==> src/rtl/noc_route_pkg.sv <==
package noc_route_pkg;
    localparam int PORT_N  = 5;
    localparam int NBR_N   = PORT_N - 1;
    localparam int P_LOCAL = 0;
    localparam int P_NORTH = 1;
    localparam int P_EAST  = 2;
    localparam int P_SOUTH = 3;
    localparam int P_WEST  = 4;
    localparam int PIDX_W  = 3;

    typedef logic [PORT_N-1:0] port_vec_t;

    localparam port_vec_t OH_LOCAL = port_vec_t'(1) << P_LOCAL;
    localparam port_vec_t OH_NORTH = port_vec_t'(1) << P_NORTH;
    localparam port_vec_t OH_EAST  = port_vec_t'(1) << P_EAST;
    localparam port_vec_t OH_SOUTH = port_vec_t'(1) << P_SOUTH;
    localparam port_vec_t OH_WEST  = port_vec_t'(1) << P_WEST;
    localparam port_vec_t OH_XDIM  = OH_EAST | OH_WEST;
endpackage

==> src/rtl/xy_dir_pick.sv <==
module xy_dir_pick
    import noc_route_pkg::*;
#(
    parameter int COORD_W = 4
) (
    input  logic [COORD_W-1:0] dst_x,
    input  logic [COORD_W-1:0] dst_y,
    input  logic [COORD_W-1:0] here_x,
    input  logic [COORD_W-1:0] here_y,
    input  logic               ymode,
    output logic               at_home,
    output port_vec_t          pref_oh,
    output port_vec_t          alt_oh,
    output logic               alt_is_x
);
    logic      x_pos, x_neg, y_pos, y_neg;
    logic      x_need, y_need, pref_x;
    port_vec_t x_oh, y_oh;

    always_comb begin
        x_pos   = dst_x > here_x;
        x_neg   = dst_x < here_x;
        y_pos   = dst_y > here_y;
        y_neg   = dst_y < here_y;
        x_need  = x_pos | x_neg;
        y_need  = y_pos | y_neg;
        at_home = !x_need && !y_need;

        x_oh = '0;
        y_oh = '0;
        x_oh[P_EAST]  = x_pos;
        x_oh[P_WEST]  = x_neg;
        y_oh[P_NORTH] = y_pos;
        y_oh[P_SOUTH] = y_neg;

        // dimension preferred by the header's mode
        pref_x  = ymode ? !y_need : x_need;
        pref_oh = pref_x ? x_oh : y_oh;

        // second choice: other productive dimension, else lowest perpendicular
        if (pref_x) begin
            alt_oh = y_need ? y_oh : OH_NORTH;
        end else begin
            alt_oh = x_need ? x_oh : OH_EAST;
        end
        alt_is_x = !pref_x;
    end
endmodule

==> src/rtl/fault_resolver.sv <==
module fault_resolver
    import noc_route_pkg::*;
#(
    parameter int LIFE_W = 2
) (
    input  logic              at_home,
    input  port_vec_t         pref_oh,
    input  port_vec_t         alt_oh,
    input  logic              alt_is_x,
    input  logic [NBR_N-1:0]  fault_mask,
    input  logic [PIDX_W-1:0] arr_port,
    input  logic [LIFE_W-1:0] life_i,
    input  logic              ymode_i,
    output port_vec_t         ports_o,
    output logic              ymode_o,
    output logic [LIFE_W-1:0] life_o,
    output logic              drop_o
);
    port_vec_t avail;
    port_vec_t arr_oh;
    port_vec_t spray;
    logic      pref_ok, alt_ok;

    for (genvar k = 0; k < PORT_N; k++) begin : g_port
        if (k == P_LOCAL) begin : g_loc
            assign avail[k] = 1'b1;
        end else begin : g_nbr
            assign avail[k] = ~fault_mask[k-1];
        end
        assign arr_oh[k] = (arr_port == PIDX_W'(k));
    end

    assign spray   = avail & ~arr_oh & ~OH_LOCAL;
    assign pref_ok = |(pref_oh & avail);
    assign alt_ok  = |(alt_oh & avail);

    always_comb begin
        ports_o = '0;
        ymode_o = ymode_i;
        life_o  = life_i;
        drop_o  = 1'b0;
        if (at_home) begin
            ports_o = OH_LOCAL;
            ymode_o = 1'b0;
        end else if (pref_ok) begin
            ports_o = pref_oh;
            ymode_o = 1'b0;
        end else if (life_i == '0) begin
            drop_o = 1'b1;
        end else if (alt_ok) begin
            ports_o = alt_oh;
            life_o  = life_i - 1'b1;
            if (alt_is_x) ymode_o = 1'b1;
        end else if (spray == '0) begin
            drop_o = 1'b1;
        end else begin
            ports_o = spray;
            life_o  = life_i - 1'b1;
            if (|(spray & OH_XDIM)) ymode_o = 1'b1;
        end
    end
endmodule

==> src/rtl/noc_fault_router.sv <==
module noc_fault_router
    import noc_route_pkg::*;
#(
    parameter int COORD_W = 4,
    parameter int LIFE_W  = 2
) (
    input  logic               clk,
    input  logic               rst_n,
    input  logic               in_valid,
    output logic               in_ready,
    input  logic [COORD_W-1:0] in_dst_x,
    input  logic [COORD_W-1:0] in_dst_y,
    input  logic               in_ymode,
    input  logic [LIFE_W-1:0]  in_life,
    input  logic [2:0]         in_port,
    input  logic [COORD_W-1:0] my_x,
    input  logic [COORD_W-1:0] my_y,
    input  logic [3:0]         fault_mask,
    output logic               out_valid,
    input  logic               out_ready,
    output logic [4:0]         out_ports,
    output logic               out_ymode,
    output logic [LIFE_W-1:0]  out_life,
    output logic               out_drop
);
    typedef struct packed {
        logic              valid;
        port_vec_t         ports;
        logic              ymode;
        logic [LIFE_W-1:0] life;
        logic              drop;
    } out_reg_t;

    out_reg_t          r_d, r_q;
    logic              at_home, alt_is_x;
    port_vec_t         pref_oh, alt_oh, res_ports;
    logic              res_ymode, res_drop;
    logic [LIFE_W-1:0] res_life;

    xy_dir_pick #(.COORD_W(COORD_W)) u_pick (
        .dst_x    (in_dst_x),
        .dst_y    (in_dst_y),
        .here_x   (my_x),
        .here_y   (my_y),
        .ymode    (in_ymode),
        .at_home  (at_home),
        .pref_oh  (pref_oh),
        .alt_oh   (alt_oh),
        .alt_is_x (alt_is_x)
    );

    fault_resolver #(.LIFE_W(LIFE_W)) u_resolve (
        .at_home    (at_home),
        .pref_oh    (pref_oh),
        .alt_oh     (alt_oh),
        .alt_is_x   (alt_is_x),
        .fault_mask (fault_mask),
        .arr_port   (in_port),
        .life_i     (in_life),
        .ymode_i    (in_ymode),
        .ports_o    (res_ports),
        .ymode_o    (res_ymode),
        .life_o     (res_life),
        .drop_o     (res_drop)
    );

    always_comb begin
        r_d      = r_q;
        in_ready = !r_q.valid || out_ready;
        if (out_ready) r_d.valid = 1'b0;
        if (in_valid && in_ready) begin
            r_d.valid = 1'b1;
            r_d.ports = res_ports;
            r_d.ymode = res_ymode;
            r_d.life  = res_life;
            r_d.drop  = res_drop;
        end
    end

    always_ff @(posedge clk or negedge rst_n) begin
        if (!rst_n) r_q <= '0;
        else        r_q <= r_d;
    end

    assign out_valid = r_q.valid;
    assign out_ports = r_q.ports;
    assign out_ymode = r_q.ymode;
    assign out_life  = r_q.life;
    assign out_drop  = r_q.drop;
endmodule

==> config.mk <==
export PLATFORM = sky130hd
export DESIGN_NAME = noc_fault_router
export DESIGN_NICKNAME = d
export VERILOG_FILES = /design/src/rtl/noc_route_pkg.sv /design/src/rtl/xy_dir_pick.sv /design/src/rtl/fault_resolver.sv /design/src/rtl/noc_fault_router.sv
export SDC_FILE = /design/constraint.sdc
export NUM_CORES = 1
export LEC_CHECK = 0
export ABC_AREA = 1
export BUFFER_PORTS_ARGS = -buffer_cell sky130_fd_sc_hd__buf_2
export CORE_UTILIZATION = 35
export DETAILED_ROUTE_END_ITERATION = 10
export PLACE_DENSITY = 0.61
export SYNTH_ARGS = -nofsm -noshare
export SYNTH_HDL_FRONTEND = slang
export SYNTH_SLANG_ARGS = --single-unit
==> constraint.sdc <==
create_clock -name clk -period 2.4 [get_ports clk]
set_input_delay 0.48 -clock clk [delete_from_list [all_inputs] [get_ports clk]]
set_output_delay 0.48 -clock clk [all_outputs]
set_load 0.1 [all_outputs]
# Yosys cells after proc, flatten, opt, wreduce, memory -nomap -nowiden
# Index checks and enable logic that the tools add are counted.
[word_totals]
regBits = 10
[op_classes]
n_bitwise = 10
mux = 29
n_reduce_logical = 13
magnitude_cmp = 4
eq_ne = 4
add_sub_neg = 1
[ops]
columns = ["operator", "count"]
rows = [
  ["two-way mux 5 bit", 8],
  ["bitwise AND 5 bit", 3],
  ["two-way mux 1 bit", 14],
  ["two-way mux 10 bit", 1],
  ["two-way mux 2 bit", 5],
  ["OR reduction 5 bit", 2],
  ["> comparator 4 bit", 2],
  ["< comparator 4 bit", 2],
  ["equality test 3 x 2 -> 1 bit, second input constant", 2],
  ["zero test 5 bit", 1],
  ["NOT 5 bit", 1],
  ["two-way mux 4 bit", 1],
  ["NOT 1 bit", 4],
  ["equality test 3 x 1 -> 1 bit, second input constant", 1],
  ["equality test 3 bit, second input constant", 1],
  ["zero test 1 bit", 3],
  ["zero test 3 bit", 1],
  ["logical AND 1 bit", 2],
  ["zero test 2 bit", 1],
  ["bitwise OR 1 bit", 2],
  ["nonzero test 2 bit", 1],
  ["OR reduction 2 bit", 1],
  ["subtractor 2 x 1 -> 2 bit, second input constant", 1],
  ["logical OR 1 bit", 1],
]

# Longest topological paths before layout
[logic_depth]
word_depth = 12
ltp_mapped = 19

# Modules after synthesis
# A second synthesis with hierarchy kept.
[unflattened]
hier_cells = 193
hier_area_um2 = 1270.0
[by_module_without_submodules]
columns = ["module", "n_inst", "area_each_um2", "cells_per_inst"]
rows = [
  ["noc_fault_router", 1, 464.2, 43],
  ["fault_resolver", 1, 461.7, 87],
  ["xy_dir_pick", 1, 344.1, 63],
]

# Worst setup path before layout
# OpenSTA, ideal clock, no wires.
[synth_path]
path_kind = "reg-to-reg"
start = "register r_q, in the netlist out_valid"
end = "register r_q, in the netlist out_life[1]"
t_arrival_ns = 2.512
setup_time_ns = 0.123
n_path_buf = 1
stages_incl_launch_ff = 7
t_required_ns = 2.277
path_slack_ns = -0.235
synth_period_minus_slack_ns = 2.635
cell_sequence = "dfrtp_1 > nand2_1 > nand2_1 > clkbuf_1 > inv_1 > nor2_1 > a21oi_2"
[synth_between]
elab_chain_len = 3
[synth_rtl]
columns = ["element", "line_no", "text"]
rows = [
  ["start: declaration", "noc_fault_router.sv:34", "out_reg_t r_d, r_q;"],
  ["start signal: assignment", "noc_fault_router.sv:82", "else r_q <= r_d;"],
  ["zero test 1 bit", "noc_fault_router.sv:69", "in_ready = !r_q.valid || out_ready;"],
  ["logical OR 1 bit", "noc_fault_router.sv:69", ""],
  ["via in_ready", "noc_fault_router.sv:10", "output logic in_ready,"],
  ["logical AND 1 bit", "noc_fault_router.sv:71", "if (in_valid && in_ready) begin"],
]
# The timed path passes the listed nets, and every way through them passes these cells.
# A chain may end at the register's enable or synchronous reset.

# Worst setup path in the final report
[layout_path]
start = "input port in_dst_x[3]"
end = "register r_q, in the netlist out_life[0]"
[layout_between]
elab_chain_len = 10
[layout_rtl]
columns = ["element", "line_no", "text"]
rows = [
  ["start: declaration", "noc_fault_router.sv:11", "input logic [COORD_W-1:0] in_dst_x,"],
  ["> comparator 4 bit or < comparator 4 bit (tied branches)", "xy_dir_pick.sv:21, xy_dir_pick.sv:22", ""],
  ["bitwise OR 1 bit", "xy_dir_pick.sv:25", "x_need = x_pos | x_neg;"],
  ["two-way mux 1 bit or two-way mux 5 bit (tied branches)", "xy_dir_pick.sv:37, xy_dir_pick.sv:44", ""],
  ["two-way mux 5 bit", "xy_dir_pick.sv:41", "if (pref_x) begin"],
  ["bitwise AND 5 bit", "fault_resolver.sv:35", "assign alt_ok = |(alt_oh & avail);"],
  ["OR reduction 5 bit", "fault_resolver.sv:35", ""],
  ["two-way mux 2 bit", "fault_resolver.sv:50", "end else if (alt_ok) begin"],
  ["two-way mux 2 bit", "fault_resolver.sv:48", "end else if (life_i == '0) begin"],
  ["two-way mux 2 bit", "fault_resolver.sv:45", "end else if (pref_ok) begin"],
  ["two-way mux 2 bit (*)", "fault_resolver.sv:42", "if (at_home) begin"],
]
# Every way passes the cells marked *; elsewhere a longest branch is shown, timed or not.

==> PnR_summary.wiki <==
{| class="wikitable"
! Metric !! Value
|-
| Outcome || finished, violations left
|-
| Failing checks || DRC
|-
| Max_slew headroom || approximately 68%
|-
| Top-Level Pins || a little over 40
|-
| Endpoint of the most critical setup path || out_life[0]$_DFFE_PN0P_
|-
| Total negative setup slack || 0 ns
|-
| Number of nets in the layout || 252
|-
| Portion of the clock cycle consumed by the worst path in the final layout || a little over four fifths
|-
| Maximum VDD drop || ~0.43 mV
|-
| Number of DRC violations after detailed routing || 4
|-
| # fillers || 309
|-
| Critical-path cell with the highest stage delay || ha_1
|-
| FF-to-FF End || out_ymode$_DFFE_PN0P_
|-
| Highest attainable clock frequency || between 400 and 500 MHz
|-
| Count of vias placed by the detailed router || 1186
|-
| Vias in the first global route || between 1k and 1.5k
|-
| Initial Util || 38.1%
|-
| Number of nets with antenna violations after detailed routing || 0
|-
| CTS tree || yes
|-
| Type of the worst setup path || in -> reg
|-
| Number of clock sinks || 10
|-
| Combined flip-flop and latch cell area || around 250 sq um
|-
| Total setup buffers inserted after CTS || 0
|-
| Smallest hold slack || between 0.05 and 0.06 ns
|-
| Most repeated library cell on the critical path || nand3_1
|-
| Hold violation count in the final report || 0
|-
| Clock Pin Slew Worst Setup and Hold Paths || ~0.07 ns
|-
| Final RePlAce weighted congestion || ~0.9
|-
| Slew at the pin closest to its max-slew limit || a little under 0.5 ns
|-
| Standard-cell row count || 19
|-
| Maximum number of pins on one net before global-route repair || 12
|-
| Crit Reg-Reg Startpoint || out_valid$_DFFE_PN0P_
|-
| Required time at the worst-slack endpoint || ~2.6 ns
|-
| Total count of max-transition violations in the final report || 0
|-
| Cell leakage power || roughly 0.83 nW
|-
| Placeable Area || roughly 0.0029 sq mm
|-
| Mapped Cells || 169
|-
| Hold_buf cts || 0
|-
| Relative area change from synthesis to final layout || 25.2%
|-
| Worst path depth || 14
|-
| Maximum buffer depth of the clock tree || 2
|-
| Setup repair after global routing missed its margin || no
|-
| Largest fanout on the critical path || 9
|-
| Multi-input combinational cell area || about 710 sq um
|-
| Final min period || between 2 and 2.5 ns
|-
| Setup slack after layout || 0.381 ns
|-
| Post-CTS resize count || 0
|-
| Worst r2r path cells || 7
|-
| HPWL Detailed || roughly 2.2 mm
|-
| Worst setup path start || in_dst_x[3]
|-
| DIE AREA || roughly 0.0033 sq mm
|-
| Clock latency of the later-clocked register in the worst-skew pair || ~0.27 ns
|-
| Die Width || ~58 microns
|-
| Worst setup timing slack at the placement stage || 0.114 ns
|-
| Syn Nets || between 200 and 250
|-
| Overflow left after global routing || 0
|-
| Final-report setup violation count || 0
|-
| Cell area power density || between 600 and 700 mW/mm^2
|-
| Kind of cell with the highest combined delay on the critical path || simple AND/OR/NAND/NOR gates
|-
| Cells along the critical path || buf_2 -> ha_1 -> a21oi_1 -> nand2_2 -> nand2_2 -> nand2_4 -> nand3_1 -> nand2_1 -> inv_1 -> nand4_1 -> nor2_1 -> nand3_1 -> nand3_1 -> nand2_1
|-
| Nature of the critical path startpoint || input pin
|-
| Worst min path class || in -> async
|-
| Netlist Area Pre-Place || around 0.0011 sq mm
|-
| Aggregate global-route resource usage || approximately 16%
|-
| Depth of the CTS H-tree || 1
|-
| Count of input and output buffers || 40
|-
| CP endpoint kind || register
|-
| Number of detailed-route iterations in the first pass || 7
|-
| Ys Warns || 0
|-
| Wire length of the first global-routing pass || between 4 and 5 mm
|-
| Average via count per standard cell || around 4.9
|-
| Count of inserted antenna diode cells || 0
|-
| Max cap viols || 0
|-
| Number of CTS-inserted buffers || 3
|-
| Library cells used by synthesis || 20
|-
| Register-to-Register Setup Slack || about 0.91 ns
|-
| Syn_area_per_cell || around 6.4 sq um
|-
| Die Y-Extent || approximately 58 microns
|-
| Final worst clock skew || ~0.0025 ns
|-
| Buffers plus inverters on the worst setup path || 2
|-
| WL per Instance || 10.2 microns
|-
| Number of antenna violations at the first check in global routing || 0
|-
| Share of cells above drive strength 1 || about 29%
|-
| Sequential fraction of the synthesis area || between 20% and 30%
|-
| Seq cells post-synth || 10
|-
| Post-detailed-routing wire length || roughly 2.5 mm
|-
| Root Driver || clkbuf_4
|-
| Arrival time worst endpoint || between 2 and 2.5 ns
|-
| Maximum single-stage delay on the critical path || about 0.3 ns
|-
| Initial drt markers || between 40 and 50
|-
| Post-Route Utilization || between 40% and 50%
|}
==> state kept, by name (all words and copies together) (netlist names) <==
register   cells
out_ports      5
out_valid      1
out_drop       1
out_ymode      1
out_life       2
==> placed cells by master (no fill, tap or decap), types with 2 or more instances in the layout <==
cell type and instances:
nand3_2 3, nand2_2 7, o21ai_0 4, nand4_1 5, clkbuf_4 3, inv_1 33, nand2_4 5, dfrtp_1 10
o31ai_1 2, ha_1 9, a21oi_1 7, buf_2 40, nand3_1 15, nor2_1 16, nand2_1 46
==> cell families after synthesis <==
group,share of synthesized area (%)
simple gates,46.2
fa+ha+maj,10.4
flops,23.0
buf+inv,11.8
compound gates,8.64
==> area by class of cell <==
class | instances | area share (%)
well taps | 31 | 2.85
repair buffers | 40 | 14.7
multi-input cells | 125 | 52.3
flip-flops and latches | 10 | 18.4
inverters | 33 | 9.11
clock buffers | 4 | 2.67
==> per-stage QoR <==
| step | cells | total power (W) | area [sq um] |
|---|---|---|---|
| after floorplan | 169 | 0.000659 | 1090 |
| after global placement | 239 | 0.000761 | 1320 |
| after detailed placement | 239 | 0.000764 | 1320 |
| after CTS | 243 | 0.000916 | 1360 |
| after global routing | 243 | 0.000971 | 1360 |
| final | 243 | 0.000911 | 1360 |
==> worst reg2reg max path, stage by stage, from the launching register on <==
cell and delay [ns]:
dfrtp_1 0.39, nand2_2 0.08, nand2_1 0.22, nor2_1 0.31, inv_1 0.11, nor2_1 0.16, nand3_1 0.10, nand2_1 0.06
==> synth_stat cells, drive strengths merged <==
master / n / area (sq um)
inv: 33 / 124
dfrtp: 10 / 250
o31ai: 2 / 15.0
o21ai: 4 / 20.0
clkbuf: 1 / 3.75
nand2: 58 / 270
nand3: 18 / 105
o22ai: 1 / 6.26
and3b: 1 / 8.76
a21oi: 8 / 43.8
a22o: 1 / 8.76
nor2: 18 / 86.3
nand4: 5 / 31.3
ha: 9 / 113
==> report_power, final <==
part / internal, W / leakage (nW) / switching (W)
Clock: 0.0000921 / 0.0210 / 0.0000602
Sequential: 0.000202 / 0.123 / 0.0000169
Combinational: 0.000117 / 0.688 / 0.000423
==> worst min-delay path by stage <==
stage | start | to | slack (ns) | cells after the start
2_1_floorplan | rst_n | out_drop$_DFFE_PN0P_ | 0.18 | 0
3_3_place_gp | rst_n | out_ports[0]$_DFFE_PN0P_ | 0.35 | 1
3_5_place_dp | rst_n | out_life[1]$_DFFE_PN0P_ | 0.35 | 1
4_1_cts | rst_n | out_ports[3]$_DFFE_PN0P_ | 0.06 | 1
5_1_grt | rst_n | out_ports[0]$_DFFE_PN0P_ | 0.06 | 1
6_report | rst_n | out_ports[3]$_DFFE_PN0P_ | 0.06 | 1
==> routing by layer <==
layer | up-vias | global-route usage [%] | part of all wire [%]
met4 | 0 | 4.08 | 1.5
li1 | 627 | - | -
met3 | 4 | 3.35 | 4.3
met2 | 33 | 28.2 | 48
met5 | - | 0 | 0
met1 | 522 | 20.2 | 46
(Power assumes the default switching activity.)
